--- config.mk ---
export PLATFORM = sky130hd
export DESIGN_NAME = irq_gather_ctrl
export DESIGN_NICKNAME = d
export VERILOG_FILES = /design/src/rtl/irqg_pkg.sv /design/src/rtl/irqg_capture.sv /design/src/rtl/irqg_prio.sv /design/src/rtl/irq_gather_ctrl.sv
export SDC_FILE = /design/constraint.sdc
export NUM_CORES = 1
export LEC_CHECK = 0
export BUFFER_PORTS_ARGS = -buffer_cell sky130_fd_sc_hd__buf_2
export CAP_MARGIN = 20
export CORE_MARGIN = 2
export CORE_UTILIZATION = 55
export DETAILED_ROUTE_END_ITERATION = 10
export PLACE_DENSITY = 0.8
export SYNTH_ARGS = -nofsm -noshare
export SYNTH_HDL_FRONTEND = slang
export SYNTH_SLANG_ARGS = --single-unit
--- constraint.sdc ---
create_clock -name clk -period 2.93 [get_ports clk]
set_input_delay 0.293 -clock clk [delete_from_list [all_inputs] [get_ports clk]]
set_output_delay 0.293 -clock clk [all_outputs]
set_load 0.02 [all_outputs]
--- src/rtl/irqg_pkg.sv ---
package irqg_pkg;
    localparam int REG_W = 32;

    typedef enum logic [1:0] {
        SENSE_RISE = 2'd0,
        SENSE_FALL = 2'd1,
        SENSE_HIGH = 2'd2,
        SENSE_LOW  = 2'd3
    } sense_e;

    typedef enum logic [2:0] {
        W_STAT  = 3'd0,
        W_PEND  = 3'd1,
        W_EN    = 3'd2,
        W_ACK   = 3'd3,
        W_SETEN = 3'd4,
        W_CLREN = 3'd5,
        W_VEC   = 3'd6,
        W_ARM   = 3'd7
    } word_e;
endpackage

--- src/rtl/irqg_capture.sv ---
module irqg_capture
    import irqg_pkg::*;
#(
    parameter int                     NUM_SRC   = 32,
    parameter logic [2*NUM_SRC-1:0]   SENSE_MAP = '0
) (
    input  logic               clk,
    input  logic               rst,
    input  logic [NUM_SRC-1:0] src_in,
    input  logic [NUM_SRC-1:0] ack_mask,
    output logic [NUM_SRC-1:0] status
);
    function automatic logic [NUM_SRC-1:0] idle_levels();
        logic [NUM_SRC-1:0] v;
        for (int i = 0; i < NUM_SRC; i++) begin
            v[i] = (SENSE_MAP[2*i +: 2] == SENSE_FALL) || (SENSE_MAP[2*i +: 2] == SENSE_LOW);
        end
        return v;
    endfunction

    localparam logic [NUM_SRC-1:0] IDLE = idle_levels();

    typedef struct packed {
        logic [NUM_SRC-1:0] smp;
        logic [NUM_SRC-1:0] prev;
        logic [NUM_SRC-1:0] stat;
    } cap_s;

    cap_s               cap_d, cap_q;
    logic [NUM_SRC-1:0] ev;

    for (genvar g = 0; g < NUM_SRC; g++) begin : g_sense
        localparam logic [1:0] S = SENSE_MAP[2*g +: 2];
        if (S == SENSE_RISE) begin : g_rise
            assign ev[g] = cap_q.smp[g] & ~cap_q.prev[g];
        end else if (S == SENSE_FALL) begin : g_fall
            assign ev[g] = ~cap_q.smp[g] & cap_q.prev[g];
        end else if (S == SENSE_HIGH) begin : g_high
            assign ev[g] = cap_q.smp[g];
        end else begin : g_low
            assign ev[g] = ~cap_q.smp[g];
        end
    end

    always_comb begin
        cap_d      = cap_q;
        cap_d.smp  = src_in;
        cap_d.prev = cap_q.smp;
        cap_d.stat = (cap_q.stat & ~ack_mask) | ev;
    end

    always_ff @(posedge clk) begin
        if (rst) begin
            cap_q.smp  <= IDLE;
            cap_q.prev <= IDLE;
            cap_q.stat <= '0;
        end else begin
            cap_q <= cap_d;
        end
    end

    assign status = cap_q.stat;

    // A detected event is never lost, even against an acknowledge
    p_event_kept_r7: assert property (@(posedge clk) disable iff (rst)
        (!$past(rst)) |-> ((cap_q.stat & $past(ev)) == $past(ev)));

    // Acknowledged bits without a new event are cleared
    p_ack_clears_r6: assert property (@(posedge clk) disable iff (rst)
        (!$past(rst)) |-> ((cap_q.stat & $past(ack_mask & ~ev)) == '0));
endmodule

--- src/rtl/irqg_prio.sv ---
module irqg_prio #(
    parameter int NUM_SRC = 32,
    localparam int IDXW   = (NUM_SRC > 1) ? $clog2(NUM_SRC) : 1
) (
    input  logic               clk,
    input  logic               rst,
    input  logic [NUM_SRC-1:0] req,
    output logic               found,
    output logic [IDXW-1:0]    idx
);
    always_comb begin
        found = 1'b0;
        idx   = '0;
        for (int i = NUM_SRC - 1; i >= 0; i--) begin
            if (req[i]) begin
                found = 1'b1;
                idx   = IDXW'(i);
            end
        end
    end

    logic [NUM_SRC-1:0] below_mask;
    always_comb begin
        below_mask = '0;
        for (int i = 0; i < NUM_SRC; i++) begin
            below_mask[i] = (i < int'(idx));
        end
    end

    // Reported source is requesting and nothing below it is
    p_lowest_r10: assert property (@(posedge clk) disable iff (rst)
        found |-> (req[idx] && ((req & below_mask) == '0)));

    // Nothing requesting means nothing found
    p_none_r10: assert property (@(posedge clk) disable iff (rst)
        (req == '0) |-> !found);
endmodule

--- src/rtl/irq_gather_ctrl.sv ---
module irq_gather_ctrl
    import irqg_pkg::*;
#(
    parameter int                   NUM_SRC   = 32,
    parameter logic [2*NUM_SRC-1:0] SENSE_MAP = 64'hE4E4_E4E4_E4E4_E4E4
) (
    input  logic               clk,
    input  logic               rst,
    input  logic [NUM_SRC-1:0] src_in,
    input  logic               reg_wr,
    input  logic [4:0]         reg_addr,
    input  logic [REG_W-1:0]   reg_wdata,
    output logic [REG_W-1:0]   reg_rdata,
    output logic               irq_out
);
    localparam int IDXW = (NUM_SRC > 1) ? $clog2(NUM_SRC) : 1;

    typedef struct packed {
        logic [NUM_SRC-1:0] en;
        logic [1:0]         arm;
    } ctl_s;

    ctl_s               ctl_d, ctl_q;
    word_e              word;
    logic               aligned;
    logic [NUM_SRC-1:0] wmask, ack_mask, status, pend;
    logic               found;
    logic [IDXW-1:0]    idx;

    assign aligned = (reg_addr[1:0] == 2'b00);
    assign word    = word_e'(reg_addr[4:2]);
    assign wmask   = reg_wdata[NUM_SRC-1:0];

    always_comb begin
        ack_mask = '0;
        if (reg_wr && aligned && word == W_ACK) begin
            ack_mask = wmask;
        end
    end

    irqg_capture #(
        .NUM_SRC  (NUM_SRC),
        .SENSE_MAP(SENSE_MAP)
    ) u_cap (
        .clk     (clk),
        .rst     (rst),
        .src_in  (src_in),
        .ack_mask(ack_mask),
        .status  (status)
    );

    assign pend = status & ctl_q.en;

    irqg_prio #(
        .NUM_SRC(NUM_SRC)
    ) u_prio (
        .clk  (clk),
        .rst  (rst),
        .req  (pend),
        .found(found),
        .idx  (idx)
    );

    always_comb begin
        ctl_d = ctl_q;
        if (reg_wr && aligned) begin
            unique case (word)
                W_EN:    ctl_d.en  = wmask;
                W_SETEN: ctl_d.en  = ctl_q.en | wmask;
                W_CLREN: ctl_d.en  = ctl_q.en & ~wmask;
                W_ARM:   ctl_d.arm = reg_wdata[1:0];
                default: ctl_d     = ctl_q;
            endcase
        end
    end

    always_ff @(posedge clk) begin
        if (rst) begin
            ctl_q <= '0;
        end else begin
            ctl_q <= ctl_d;
        end
    end

    always_comb begin
        reg_rdata = '0;
        if (aligned) begin
            unique case (word)
                W_STAT:  reg_rdata[NUM_SRC-1:0] = status;
                W_PEND:  reg_rdata[NUM_SRC-1:0] = pend;
                W_EN:    reg_rdata[NUM_SRC-1:0] = ctl_q.en;
                W_VEC:   reg_rdata = found ? REG_W'(idx) : '1;
                W_ARM:   reg_rdata[1:0] = ctl_q.arm;
                default: reg_rdata = '0;
            endcase
        end
    end

    assign irq_out = (&ctl_q.arm) & (|pend);

    // Set port never drops an enable and sets every requested one
    p_set_en_r3: assert property (@(posedge clk) disable iff (rst)
        (!$past(rst) && $past(reg_wr && aligned && word == W_SETEN))
        |-> ((ctl_q.en & ($past(ctl_q.en) | $past(wmask))) == ($past(ctl_q.en) | $past(wmask))));

    // Clear port removes requested enables and keeps the rest
    p_clr_en_r3: assert property (@(posedge clk) disable iff (rst)
        (!$past(rst) && $past(reg_wr && aligned && word == W_CLREN))
        |-> (ctl_q.en == ($past(ctl_q.en) & ~$past(wmask))));

    // Read-only words take no state
    p_ro_write_r11: assert property (@(posedge clk) disable iff (rst)
        (!$past(rst) && $past(reg_wr && (word == W_STAT || word == W_PEND || word == W_VEC)))
        |-> $stable(ctl_q));

    // The output needs a pending source that the vector can name
    p_out_has_vec_r9: assert property (@(posedge clk) disable iff (rst)
        irq_out |-> (found && pend[idx]));
endmodule

## Word level (Yosys, flattened, before mapping)

Index checks and enable logic that the tools add are counted.

- Bits in latches: 0
- Memories kept: 0
- Bits in registers: 128
- RAM bits: 0
- Bits in read-only memories: 0
- Output and inout port bits: 33
- Logic and storage cells: 139
- Input bits: 72

- $add $sub $neg: 0
- Bitwise gates (word level): 48
- Shifts and indexed selects: 0
- Muxes and demuxes: 70
- Magnitude comparators: 0
- $mul: 0
- Eq/ne operators: 7
- Reduce and logical (&&, ||, !) cells: 9
- Divide/modulo/power cells: 0

Operators with widths:

| operator | count |
|---|---|
| $mux W5 | 32 |
| $pmux W30 S4 | 1 |
| $and A32 B32 Y32 | 3 |
| $mux W32 | 3 |
| $pmux W32 S3 | 1 |
| $not A32 Y32 | 2 |
| $or A32 B32 Y32 | 2 |
| $mux W1 | 32 |
| $reduce_or A32 Y1 | 1 |
| $not A1 Y1 | 24 |
| $and A1 B1 Y1 | 17 |
| $eq A3 B3 Y1 const B | 4 |
| $pmux W2 S5 | 1 |
| $eq A3 B2 Y1 const B | 2 |
| $reduce_and A2 Y1 | 3 |
| $eq A3 B1 Y1 const B | 1 |
| $logic_not A3 Y1 | 1 |
| $reduce_bool A3 Y1 | 1 |
| $logic_and A1 B1 Y1 | 2 |
| $logic_not A2 Y1 | 1 |

## Logic depth before layout (Yosys ltp)

Gate-level depths: netlist of the first run.

- Word-level depth: 36
- Gate-level depth with buffers: 9
- Gate-level depth less buffers: 6

## By module

A second synthesis of the first run with hierarchy kept.

- Cells, all modules: 792
- Area total of the unflattened synthesis: 6089.6 um2

Modules (own cells, without submodules):

| module | area each (um2) | times used | cells an instance |
|---|---|---|---|
| irq_gather_ctrl | 3016.6 | 1 | 470 |
| irqg_capture | 2702.6 | 1 | 257 |
| irqg_prio | 370.4 | 1 | 65 |

## Worst setup path after synthesis of the first run

No wires, ideal clock.

- Kind: reg-to-output
- Start: register u_cap.cap_q, in the netlist u_cap.status[25]
- End: output reg_rdata[0]
- Arrival: 2.088 ns
- Path slack: 0.549 ns
- Cell stages (with the launch flop): 8
- Buffers on the path: 1
- Path through: dfxtp_1 > a22o_1 > or4b_1 > nor4_2 > and2_1 > buf_6 > nor3b_1 > a211oi_2

- Cells in the longest elaborated chain, start to end: 30
- Elaborated cells between the ends (all ways): 56
- Classes of those cells: mux (55); bitwise (1)

Ends and longest elaborated chain:

| element | RTL line | source |
|---|---|---|
| start, declared | irqg_capture.sv:29 | `cap_s cap_d, cap_q;` |
| start signal, assigned | irqg_capture.sv:58 | `cap_q <= cap_d;` |
| $and A32 B32 Y32 * | irq_gather_ctrl.sv:52 | `assign pend = status & ctl_q.en;` |
| $mux W5 / $mux W1 (equally long branches) (26 in series) | irqg_prio.sv:15 | `if (req[i]) begin` |
| $mux W32 * | irq_gather_ctrl.sv:92 | `W_VEC: reg_rdata = found ? REG_W'(idx) : '1;` |
| $pmux W2 S5 * | irq_gather_ctrl.sv:88 | `unique case (word)` |
| $mux W32 * | irq_gather_ctrl.sv:87 | `if (aligned) begin` |
| end, declared | irq_gather_ctrl.sv:13 | `output logic [REG_W-1:0] reg_rdata,` |

Every way passes the cells marked *; elsewhere a longest branch is shown, timed or not.

## Final worst setup path of the first run

- Start: register ctl_q[30] in the netlist's numbering
- End: output reg_rdata[13]

- Cells in the longest elaborated chain, start to end: 33

Ends and longest elaborated chain:

| element | RTL line | source |
|---|---|---|
| start, declared | irq_gather_ctrl.sv:23 | `ctl_s ctl_d, ctl_q;` |
| start signal, assigned | irq_gather_ctrl.sv:81 | `ctl_q <= ctl_d;` |
| $and A32 B32 Y32 | irq_gather_ctrl.sv:52 |  |
| $mux W1 (29 in series) | irqg_prio.sv:15 |  |
| $mux W32 | irq_gather_ctrl.sv:92 |  |
| $pmux W30 S4 | irq_gather_ctrl.sv:88 |  |
| $mux W32 | irq_gather_ctrl.sv:87 |  |

Every way passes these cells.

==> results.py, run 1 <==
metrics = {
    "die": {
        "pin_count": 105,
        "fp.dieArea_um2": 10500,
        "fp.dieH_um": 103,
        "die_w_um": 103,
        "initial_core_util": 0.558,
        "fp.coreArea_um2": 9590,
        "num_rows": 36,
    },
    "yosys": {
        "yosys-mux-area-fraction": 0.00374,
        "ys.flop_type": "sky130_fd_sc_hd__dfxtp_1",
        "ys_types": 36,
        "warnings_synthesis": 0,
        "synth_area_per_cell_um2": 7.28,
        "synth_simple_gate_area_share": 0.310,
        "async_reset_ff_frac": 0,
        "synthesis.nets": 807,
        "synth_top_family_by_area": "simple AND/OR/NAND/NOR gates",
        "synth_cells": 735,
        "synth-edff-count": 0,
        "yosysTopAreaCell": "sky130_fd_sc_hd__dfxtp_1",
        "synth_top_area_frac": 0.426,
        "seq_area_frac_synth": 0.426,
        "syn_area_um2": 5350,
        "synth_compound_gate_area_share": 0.223,
        "postSynthRegisterBits": 114,
        "xor_xnor_share_of_the_synthesized_area": 0,
        "post_synth_main_area_contributors": "sky130_fd_sc_hd__dfxtp_1 (43%), sky130_fd_sc_hd__a21oi_1 (9.4%), sky130_fd_sc_hd__nand2_1 (8.8%), sky130_fd_sc_hd__nor2b_1 (8.6%), sky130_fd_sc_hd__nor2_1 (8.5%)",
        "yosys.area_share.adder": 0,
    },
    "worst_setup_path": {
        "worst-endpoint-required_ns": 2.64,
        "critPathMaxFanout": 7,
        "cell_seen_most_often_among_critical_path_stages": "sky130_fd_sc_hd__nor2_1",
        "timing.setup.critical_path_class": "register to output pin",
        "worst_path_max_delay_cell": "sky130_fd_sc_hd__or4b_4",
        "startpoint_type": "register",
        "cp_num_cells": 8,
        "cp_data_arrival_time_ns": 2.72,
        "critPathTopFamily": "simple AND/OR/NAND/NOR gates",
        "worstSetupEndpointType": "output pin",
        "timing.critical_path.cells": "a22o_1, or4b_4, nor4_4, and2_4, clkbuf_16, nor2_1, nor2_1, buf_4",
        "critical-path-max-stage-delay_ns": 0.55,
        "cp_num_buf_inv": 2,
        "r2r_cells": 2,
    },
    "clock_network": {
        "clock_transition_at_the_registers_of_the_reported_paths_ns": 0.06,
        "numCtsBuffers": 17,
        "clock_path_buffers": 2,
        "cts_root_buf": "sky130_fd_sc_hd__clkbuf_8",
        "htree_num_levels": 4,
        "tritoncts": "yes",
        "cts.sinks": 114,
        "worst_skew_pair.late_latency_ns": 0.52,
    },
    "timing": {
        "timing.final.crit_period_ns": 3.02,
        "timing.final.crit_share": 1.03,
        "unrepaired_setup_endpoints_after_global_routing": "true",
        "max_slew_margin": 0.271,
        "max_freq_mhz": 331,
        "final-setup-viol-count": 26,
        "worst-slew-pin-transition_ns": 1.09,
        "setup_ws_ns": -0.0879,
        "final_max_slew_viol_count": 0,
        "finClkSkew_ns": 0.00653,
        "timing_hold_violations_final": 0,
    },
    "finish": {
        "layout-drive-gt1-share": 0.232,
        "finish.instance_area_um2": 7100,
        "area_growth_pct": 32.7,
        "finish.net_count": 938,
        "layoutNonFillerInstCount": 1011,
        "n_antenna_cell": 0,
        "final_core_util": 0.740,
    },
    "routing": {
        "route.antenna.remaining_nets": 0,
        "detailedRoute.firstPassIterationCount": 6,
        "drt_wl_total_um": 16700,
        "dr.first_iter.drc_count": 548,
        "detail_route.vias_per_cell": 5.74,
        "wire_per_inst_um": 16.5,
        "routed-via-count": 5803,
        "post-route-drc-count": 0,
    },
    "status": {
        "run_status": "complete, but fails checks",
        "violated_checks": "negative setup slack",
    },
    "place": {
        "routabilityCongestion": 0.928,
        "dp_cells": 942,
        "dp_hpwl_um": 10000,
        "io_buffer_count": 104,
        "dpl-instance-area_um2": 5970,
    },
    "global_routing": {
        "grt.total_usage": 0.305,
        "residual_overflow_from_global_routing": 0,
        "antenna_found_initial": 0,
        "grt_max_degree": 115,
        "grt_first_pass_wirelength_um": 24900,
        "grt_pass1_vias": 5259,
    },
    "power_and_ir_drop": {
        "powerDensity_nw_per_um2": 570,
        "totalPowerFinal_mw": 4.05,
        "peakVddDrop_uv": 517,
        "p_leak_nw": 2.76,
    },
    "job": {
        "max_cap_viol_count": 0,
    },
    "worst_hold_path": {
        "whs_path_depth": 2,
        "min_path_type": "primary input to register",
    },
}
[worst reg2reg max path, delay by kind of cell (launching register included)]
family / cells / cell delay [ns]
compound gates: 1 / 0.24
flops: 1 / 0.38
simple gates: 1 / 0.08
[power by group]
part / leakage (nW) / internal (mW) / total, mW / switching, mW
sequential: 0.941 / 1.62 / 1.69 / 0.0639
combinational: 1.56 / 0.180 / 0.397 / 0.216
clock: 0.261 / 1.21 / 1.97 / 0.762
total: 2.76 / 3.01 / 4.05 / 1.04
[area by class of cell]
type	instances	area [um2]
Clock inverter	12	135
Clock buffer	19	422
Fill cell	726	2490
Inverter	1	3.75
Timing Repair Buffer	156	1120
Multi-Input combinational cell	576	2960
Tap cell	133	166
Sequential cell	114	2290
[cells in the mapped netlist (3+ instances only)]
cell type and n:
sky130_fd_sc_hd__a21o_1 3, sky130_fd_sc_hd__nand3_1 3, sky130_fd_sc_hd__a22o_1 4, sky130_fd_sc_hd__clkbuf_1 37, sky130_fd_sc_hd__a32oi_1 4, sky130_fd_sc_hd__nor2_1 121, sky130_fd_sc_hd__a22oi_1 12, sky130_fd_sc_hd__nand2_1 125
sky130_fd_sc_hd__a21oi_1 101, sky130_fd_sc_hd__a221oi_1 3, sky130_fd_sc_hd__a222oi_1 3, sky130_fd_sc_hd__buf_2 4, sky130_fd_sc_hd__or2_2 24, sky130_fd_sc_hd__a31oi_1 4, sky130_fd_sc_hd__dfxtp_1 114, sky130_fd_sc_hd__and2_1 4
sky130_fd_sc_hd__o21ai_0 70, sky130_fd_sc_hd__nor2b_1 74, sky130_fd_sc_hd__buf_6 3
[per-layer routing]
layer / vias up / GRT usage / routed length (um)
met5: - / 0 / 0
met4: 0 / 0.155 / 515
met3: 50 / 0.0603 / 1650
met2: 385 / 0.487 / 7990
met1: 2624 / 0.394 / 6560
li1: 2744 / - / -
[cells in the final DEF (no fill, tap or decap), drive strengths merged, types with 4 or more instances in the layout]
cell type / synthesis / routed
a21oi: 101 / 101
a22o: 4 / 4
a22oi: 12 / 12
a31oi: 4 / 4
a32oi: 4 / 4
and2: 4 / 4
buf: 7 / 124
clkbuf: 37 / 21
clkinv: 0 / 4
clkinvlp: 0 / 4
dfxtp: 114 / 114
dlygate4sd3: 0 / 30
nand2: 125 / 125
nor2: 121 / 121
nor2b: 74 / 74
o21ai: 70 / 70
or2: 24 / 24
[stage by stage]
step | setup TNS, ns | setup WS, ns | hold slack [ns]
floorplan | 0 | 0.549 | 0.385
global placement | 0 | 0.465 | 0.390
detailed placement | 0 | 0.375 | 0.393
CTS | 0 | 0.00683 | 0.0197
global route | -3.86 | -0.192 | 0.0401
finish | -0.900 | -0.0879 | 0.0271
[sequential cells by signal, summed over array words and instances (netlist names)]
register      count
ctl_q            34
u_cap.cap_q      16
u_cap.status     32
u_cap.cap_d      32
[final timing paths]
| kind | startpoint | to | slack, ns |
|---|---|---|---|
| worst max-delay path | ctl_q[30] | reg_rdata[13] | -0.09 |
| worst min-delay path | src_in[10] | u_cap.cap_d[42] | 0.03 |
| worst max register to register | u_cap.status[18] | u_cap.status[18] | 2.07 |
| worst min register to register | u_cap.cap_d[39] | u_cap.status[7] | 0.40 |
[kinds of logic (layout without fill, tap and decap cells)]
logic type | count (synthesis) | after routing
DFF | 114 | 114
buffers and inverters | 45 | 188
muxes | 2 | 2
and+or+nand+nor | 362 | 362
AOI/OAI and AO/OA | 212 | 212
[what timing repair did]
action	4_1_cts	5_1_grt
pin swaps	1	17
hold buffers	30	0
endpoints found under the setup margin	28	29
gates cloned	0	3
resized for setup	3	59
setup buffers	0	5
endpoints found under the hold margin	30	0
Power figures use the tool's default switching activity.
==> run 2: changes to the inputs <==
--- a/config.mk
+++ b/config.mk
@@ -10,7 +10,7 @@
 export CORE_MARGIN = 2
 export CORE_UTILIZATION = 55
 export DETAILED_ROUTE_END_ITERATION = 10
-export PLACE_DENSITY = 0.8
+export PLACE_DENSITY = 0.81
 export SYNTH_ARGS = -nofsm -noshare
 export SYNTH_HDL_FRONTEND = slang
 export SYNTH_SLANG_ARGS = --single-unit
==> run 2 against run 1 <==
  * The run ends with negative hold slack, negative setup slack left
  * Clock power increased by 3%
  * Fmax down 2.9%
  * Design area rose by 1.1%
  * Routed wire length rose by 6.3%
  * First-iteration DRC count is 75% higher
  * Sequential power is essentially flat
  * Clock skew increased by 0.0014 ns
  * Die area unchanged
  * Critical endpoint is now reg_rdata[12]
==> results.py, run 2 (synthesis gave the netlist of run 1 again) <==
metrics = {
    "timing": {
        "timing_hold_violations_final": 1,
        "unrepaired_setup_endpoints_after_global_routing": "true",
        "max_slew_margin": 0.411,
        "timing.final.crit_share": 1.06,
        "timing.final.crit_period_ns": 3.11,
        "worst-slew-pin-transition_ns": 0.884,
        "setup_ws_ns": -0.177,
        "final-setup-viol-count": 29,
        "max_freq_mhz": 322,
        "final_max_slew_viol_count": 0,
        "fin_hold_ws_ns": -0.00895,
        "finClkSkew_ns": 0.00791,
    },
    "finish": {
        "max_flop_register": "ctl_q",
        "multi_input_area_um2": 3000,
        "fillers": 659,
        "mostFrequentLayoutCells": "sky130_fd_sc_hd__nand2_1 (125), sky130_fd_sc_hd__dfxtp_1 (109), sky130_fd_sc_hd__nor2_1 (104), sky130_fd_sc_hd__a21oi_1 (101)",
        "layout-drive-gt1-share": 0.243,
        "final-seq-area_um2": 2290,
        "n_antenna_cell": 0,
        "largest_register_ff_count": 34,
        "area_growth_pct": 34.2,
        "finish.net_count": 940,
        "mostFrequentLayoutCell": "sky130_fd_sc_hd__nand2_1",
    },
    "power_and_ir_drop": {
        "powerDensity_nw_per_um2": 575,
        "peakVddDrop_uv": 392,
        "p_leak_nw": 2.78,
    },
    "worst_setup_path": {
        "cp_data_arrival_time_ns": 2.81,
        "worstSetupEndpointType": "output pin",
        "timing.setup.critical_path_class": "register to output pin",
        "startpoint_type": "register",
        "critPathMaxFanout": 10,
        "worst-endpoint-required_ns": 2.64,
    },
    "routing": {
        "detail_route.vias_per_cell": 5.97,
        "route.antenna.remaining_nets": 0,
        "detailedRoute.firstPassIterationCount": 7,
        "drt_wl_total_um": 17800,
        "wire_per_inst_um": 17.6,
        "post-route-drc-count": 0,
        "dr.first_iter.drc_count": 960,
        "routed-via-count": 6037,
    },
    "place": {
        "io_buffer_count": 104,
        "preCtsSetupSlack_ns": 0.349,
        "dp_hpwl_um": 10200,
        "routabilityCongestion": 0.948,
    },
    "global_routing": {
        "grt.total_usage": 0.313,
        "met1_track_demand_over_resource_in_global_routing": 0.389,
        "grt_use_met2": 0.500,
        "grtUsageMet3": 0.0773,
        "antenna_found_initial": 0,
        "grt.busiest_layer": "met2",
        "grt_pass1_vias": 5361,
        "residual_overflow_from_global_routing": 0,
        "grt_first_pass_wirelength_um": 25400,
        "grt_max_degree": 94,
    },
    "die": {
        "fp.dieH_um": 103,
        "num_rows": 36,
        "initial_core_util": 0.558,
        "pin_count": 105,
        "fp.coreArea_um2": 9590,
        "die_w_um": 103,
        "fp.dieArea_um2": 10500,
    },
    "clock_network": {
        "tritoncts": "yes",
        "cts_root_buf": "sky130_fd_sc_hd__clkbuf_8",
        "clock_path_buffers": 2,
        "htree_num_levels": 4,
        "numCtsBuffers": 17,
        "worst_skew_pair.late_latency_ns": 0.53,
        "clock_transition_at_the_registers_of_the_reported_paths_ns": 0.06,
        "cts.sinks": 114,
    },
    "status": {
        "violated_checks": "negative hold slack, negative setup slack",
        "run_status": "complete, but fails checks",
    },
    "worst_hold_path": {
        "min_path_type": "primary input to register",
    },
    "job": {
        "max_cap_viol_count": 0,
    },
}
==> run 2: cell count changes in the layout (fill, tap and decap cells not counted), sizes merged <==
cell,before,now
dlygate4sd3,30,28
inv,3,1
bufinv,2,3
buf,124,128
clkinvlp,4,3
==> run 2: path summary, 6_finish.rpt <==
check / start / to / slack [ns] / cells after the start
setup / recovery: u_cap.status[30] / reg_rdata[12] / -0.18 / 8
hold / removal: src_in[4] / u_cap.cap_d[36] / -0.009 / 2
setup reg to reg: ctl_q[28] / ctl_q[28] / 2.11 / 2
hold reg to reg: u_cap.cap_d[55] / u_cap.status[23] / 0.40 / 1
==> run 2: worst max-delay path, stage by stage (launching register included) <==
cell and delay [ns]:
sky130_fd_sc_hd__dfxtp_1 0.35, sky130_fd_sc_hd__a22oi_1 0.32, sky130_fd_sc_hd__or4b_4 0.53, sky130_fd_sc_hd__nor4_4 0.24, sky130_fd_sc_hd__and2_4 0.28, sky130_fd_sc_hd__clkbuf_16 0.20
sky130_fd_sc_hd__nor2_1 0.06, sky130_fd_sc_hd__nor2_1 0.13, sky130_fd_sc_hd__buf_4 0.16
==> run 2: report_power, final <==
| part | internal, mW | switching [mW] | total (mW) |
|---|---|---|---|
| clock | 1.32 | 0.712 | 2.03 |
| combinational | 0.183 | 0.228 | 0.410 |
| sequential | 1.62 | 0.0655 | 1.69 |
| total | 3.12 | 1.00 | 4.13 |
==> run 2: per-layer routing <==
metal,up-vias,part of all wire
li1,2744,-
met1,2698,0.37
met2,502,0.47
met3,93,0.12
met4,0,0.040
met5,-,0
==> run 2: cell type report <==
| class | count | area share |
|---|---|---|
| multi-input combinational | 576 | 0.417 |
| sequential | 114 | 0.319 |
| tap | 133 | 0.0232 |
| timing repair buffer | 158 | 0.160 |
| clock buffer | 19 | 0.0615 |
| clock inverter | 10 | 0.0190 |
| inverter | 1 | 0.000523 |
==> run 2: stage by stage <==
| stage | setup TNS (ns) | utilization | cells | instance area [um2] | power [mW] |
|---|---|---|---|---|---|
| global route | -5.03 | 0.749 | 1011 | 7180 | 4.24 |
| CTS | -0.0150 | 0.717 | 1003 | 6880 | 4.06 |
| floorplan | 0 | - | 735 | 5350 | 1.90 |
| global placement | 0 | 0.624 | 945 | 5990 | 2.02 |
| finish | -2.76 | 0.749 | 1011 | 7180 | 4.13 |
| detailed placement | 0 | 0.624 | 945 | 5990 | 2.04 |
==> run 2: timing repair <==
action / 4_1_cts / 5_1_grt
hold buffers: 28 / 0
setup endpoints to repair: 29 / 29
gates cloned: 0 / 2
hold endpoints to repair: 28 / 0
resized for setup: 7 / 70
setup buffers: 1 / 6
pin swaps: 3 / 21
==> run 3: changes to the inputs <==
--- a/config.mk
+++ b/config.mk
@@ -7,6 +7,7 @@
 export LEC_CHECK = 0
 export BUFFER_PORTS_ARGS = -buffer_cell sky130_fd_sc_hd__buf_2
 export CAP_MARGIN = 20
+export CORE_ASPECT_RATIO = 1.75
 export CORE_MARGIN = 2
 export CORE_UTILIZATION = 55
 export DETAILED_ROUTE_END_ITERATION = 10
==> run 3 against run 2 <==
  * The run now ends clean
  * Setup slack improved by 0.28 ns
  * Power decreased by 4.1%
  * Design area decreased by 8.6%
  * Largest cell class unchanged
  * Largest power group unchanged
==> results.py, run 3 (synthesis gave the netlist of run 1 again) <==
metrics = {
    "timing": {
        "timing.final.crit_share": 0.966,
        "setup_tns_ns": 0,
        "final_max_slew_viol_count": 0,
        "final-setup-viol-count": 0,
        "timing.final.crit_period_ns": 2.83,
        "fin_hold_ws_ns": 0.0542,
        "max_slew_margin": 0.307,
        "finClkSkew_ns": 0.00562,
        "max_freq_mhz": 353,
        "worst-slew-pin-transition_ns": 1.04,
        "timing_hold_violations_final": 0,
        "unrepaired_setup_endpoints_after_global_routing": "false",
    },
    "routing": {
        "post-route-drc-count": 0,
        "max_layer_used": "met4",
        "detail_route.vias_per_cell": 5.81,
        "met3_length_um": 1250,
        "wl_met2_um": 7520,
        "drt_wl_total_um": 15100,
        "route.antenna.remaining_nets": 0,
        "routed-via-count": 5592,
        "dr.first_iter.drc_count": 592,
        "wire_per_inst_um": 15.7,
        "detailedRoute.firstPassIterationCount": 7,
        "route.layer.met1.wl_um": 5640,
    },
    "clock_network": {
        "htree_num_levels": 4,
        "tritoncts": "yes",
        "cts.sinks": 114,
        "worst_skew_pair.late_latency_ns": 0.42,
        "cts_setup_buffers": 0,
        "clock_transition_at_the_registers_of_the_reported_paths_ns": 0.06,
        "numCtsBuffers": 17,
        "clock_path_buffers": 2,
        "cts_root_buf": "sky130_fd_sc_hd__clkbuf_16",
        "postCtsHoldBufs": 0,
    },
    "finish": {
        "max_flop_register": "ctl_q",
        "final-seq-area_um2": 2280,
        "layout-drive-gt1-share": 0.215,
        "finish.net_count": 900,
        "area_growth_pct": 22.6,
        "n_antenna_cell": 0,
        "multi_input_area_um2": 2900,
        "mostFrequentLayoutCells": "sky130_fd_sc_hd__nand2_1 (125), sky130_fd_sc_hd__nor2_1 (120), sky130_fd_sc_hd__dfxtp_1 (114), sky130_fd_sc_hd__buf_2 (102), sky130_fd_sc_hd__a21oi_1 (101)",
        "finish.instance_area_um2": 6560,
        "mostFrequentLayoutCell": "sky130_fd_sc_hd__nand2_1",
        "fillers": 773,
        "largest_register_ff_count": 34,
    },
    "power_and_ir_drop": {
        "totalPowerFinal_mw": 3.96,
        "peakVddDrop_uv": 467,
        "p_leak_nw": 2.57,
        "powerDensity_nw_per_um2": 604,
    },
    "place": {
        "dp_hpwl_um": 10200,
        "io_buffer_count": 104,
        "dpl-instance-area_um2": 5970,
        "routabilityCongestion": 0.932,
    },
    "global_routing": {
        "grt_pass1_vias": 5249,
        "grt_max_degree": 115,
        "residual_overflow_from_global_routing": 0,
        "grt_first_pass_wirelength_um": 23900,
        "antenna_found_initial": 0,
        "grt.total_usage": 0.285,
    },
    "die": {
        "fp.dieH_um": 135,
        "die_w_um": 78.6,
        "pin_count": 105,
        "initial_core_util": 0.565,
        "fp.coreArea_um2": 9470,
        "fp.dieArea_um2": 10600,
        "num_rows": 47,
    },
    "worst_setup_path": {
        "worst-endpoint-required_ns": 2.64,
        "cp_data_arrival_time_ns": 2.54,
        "startpoint_type": "register",
        "timing.setup.critical_path_class": "register to output pin",
        "critPathMaxFanout": 13,
        "worstSetupEndpointType": "output pin",
    },
    "status": {
        "run_status": "complete, no violations",
    },
    "job": {
        "max_cap_viol_count": 0,
    },
    "worst_hold_path": {
        "min_path_type": "primary input to register",
    },
}
## run 3: layer usage
metal,up-vias,global-route usage
met5,-,0
met4,0,0.157
met3,73,0.0675
met2,324,0.489
met1,2532,0.322
li1,2663,-
## run 3: critical path, stage by stage, from the launching register on
cell and delay (ns):
sky130_fd_sc_hd__dfxtp_1 0.36, sky130_fd_sc_hd__a22o_1 0.29, sky130_fd_sc_hd__or4b_4 0.56, sky130_fd_sc_hd__nor4_4 0.17
sky130_fd_sc_hd__and2_4 0.21, sky130_fd_sc_hd__buf_6 0.16, sky130_fd_sc_hd__nor2_1 0.07, sky130_fd_sc_hd__nor2_1 0.12
sky130_fd_sc_hd__buf_2 0.18
## run 3: timing repair
| action | CTS | global route |
|---|---|---|
| gates resized for setup | 2 | 4 |
| pin swaps | 1 | 1 |
| setup endpoints to repair | 14 | 28 |
## run 3: layout make-up
type,count,area share
Sequential cell,114,0.348
Clock inverter,14,0.0200
Timing Repair Buffer,118,0.0991
Clock buffer,18,0.0669
Multi-Input combinational cell,576,0.442
Inverter,1,0.000572
Tap cell,122,0.0233
## run 3: power by group
group	switching, mW	total, mW	internal [mW]	leakage [nW]
registers	0.0655	1.69	1.62	0.938
clock network	0.751	1.94	1.19	0.269
logic	0.191	0.329	0.138	1.36
## run 3: metrics by stage
stage / setup slack [ns] / instances / utilization
global placement: 0.462 / 931 / 0.630
detailed placement: 0.335 / 931 / 0.630
global route: 0.00651 / 963 / 0.693
CTS: 0.0714 / 963 / 0.691
finish: 0.0987 / 963 / 0.693
floorplan: 0.549 / 735 / -
## run 3: worst paths after layout
path,from,endpoint,slack (ns),cells past startpoint
max reg2reg,ctl_q[5],ctl_q[5],2.15,2
min reg2reg,u_cap.cap_d[43],u_cap.status[11],0.40,1
min,src_in[29],u_cap.cap_d[61],0.05,2
max,u_cap.status[25],reg_rdata[20],0.1,8
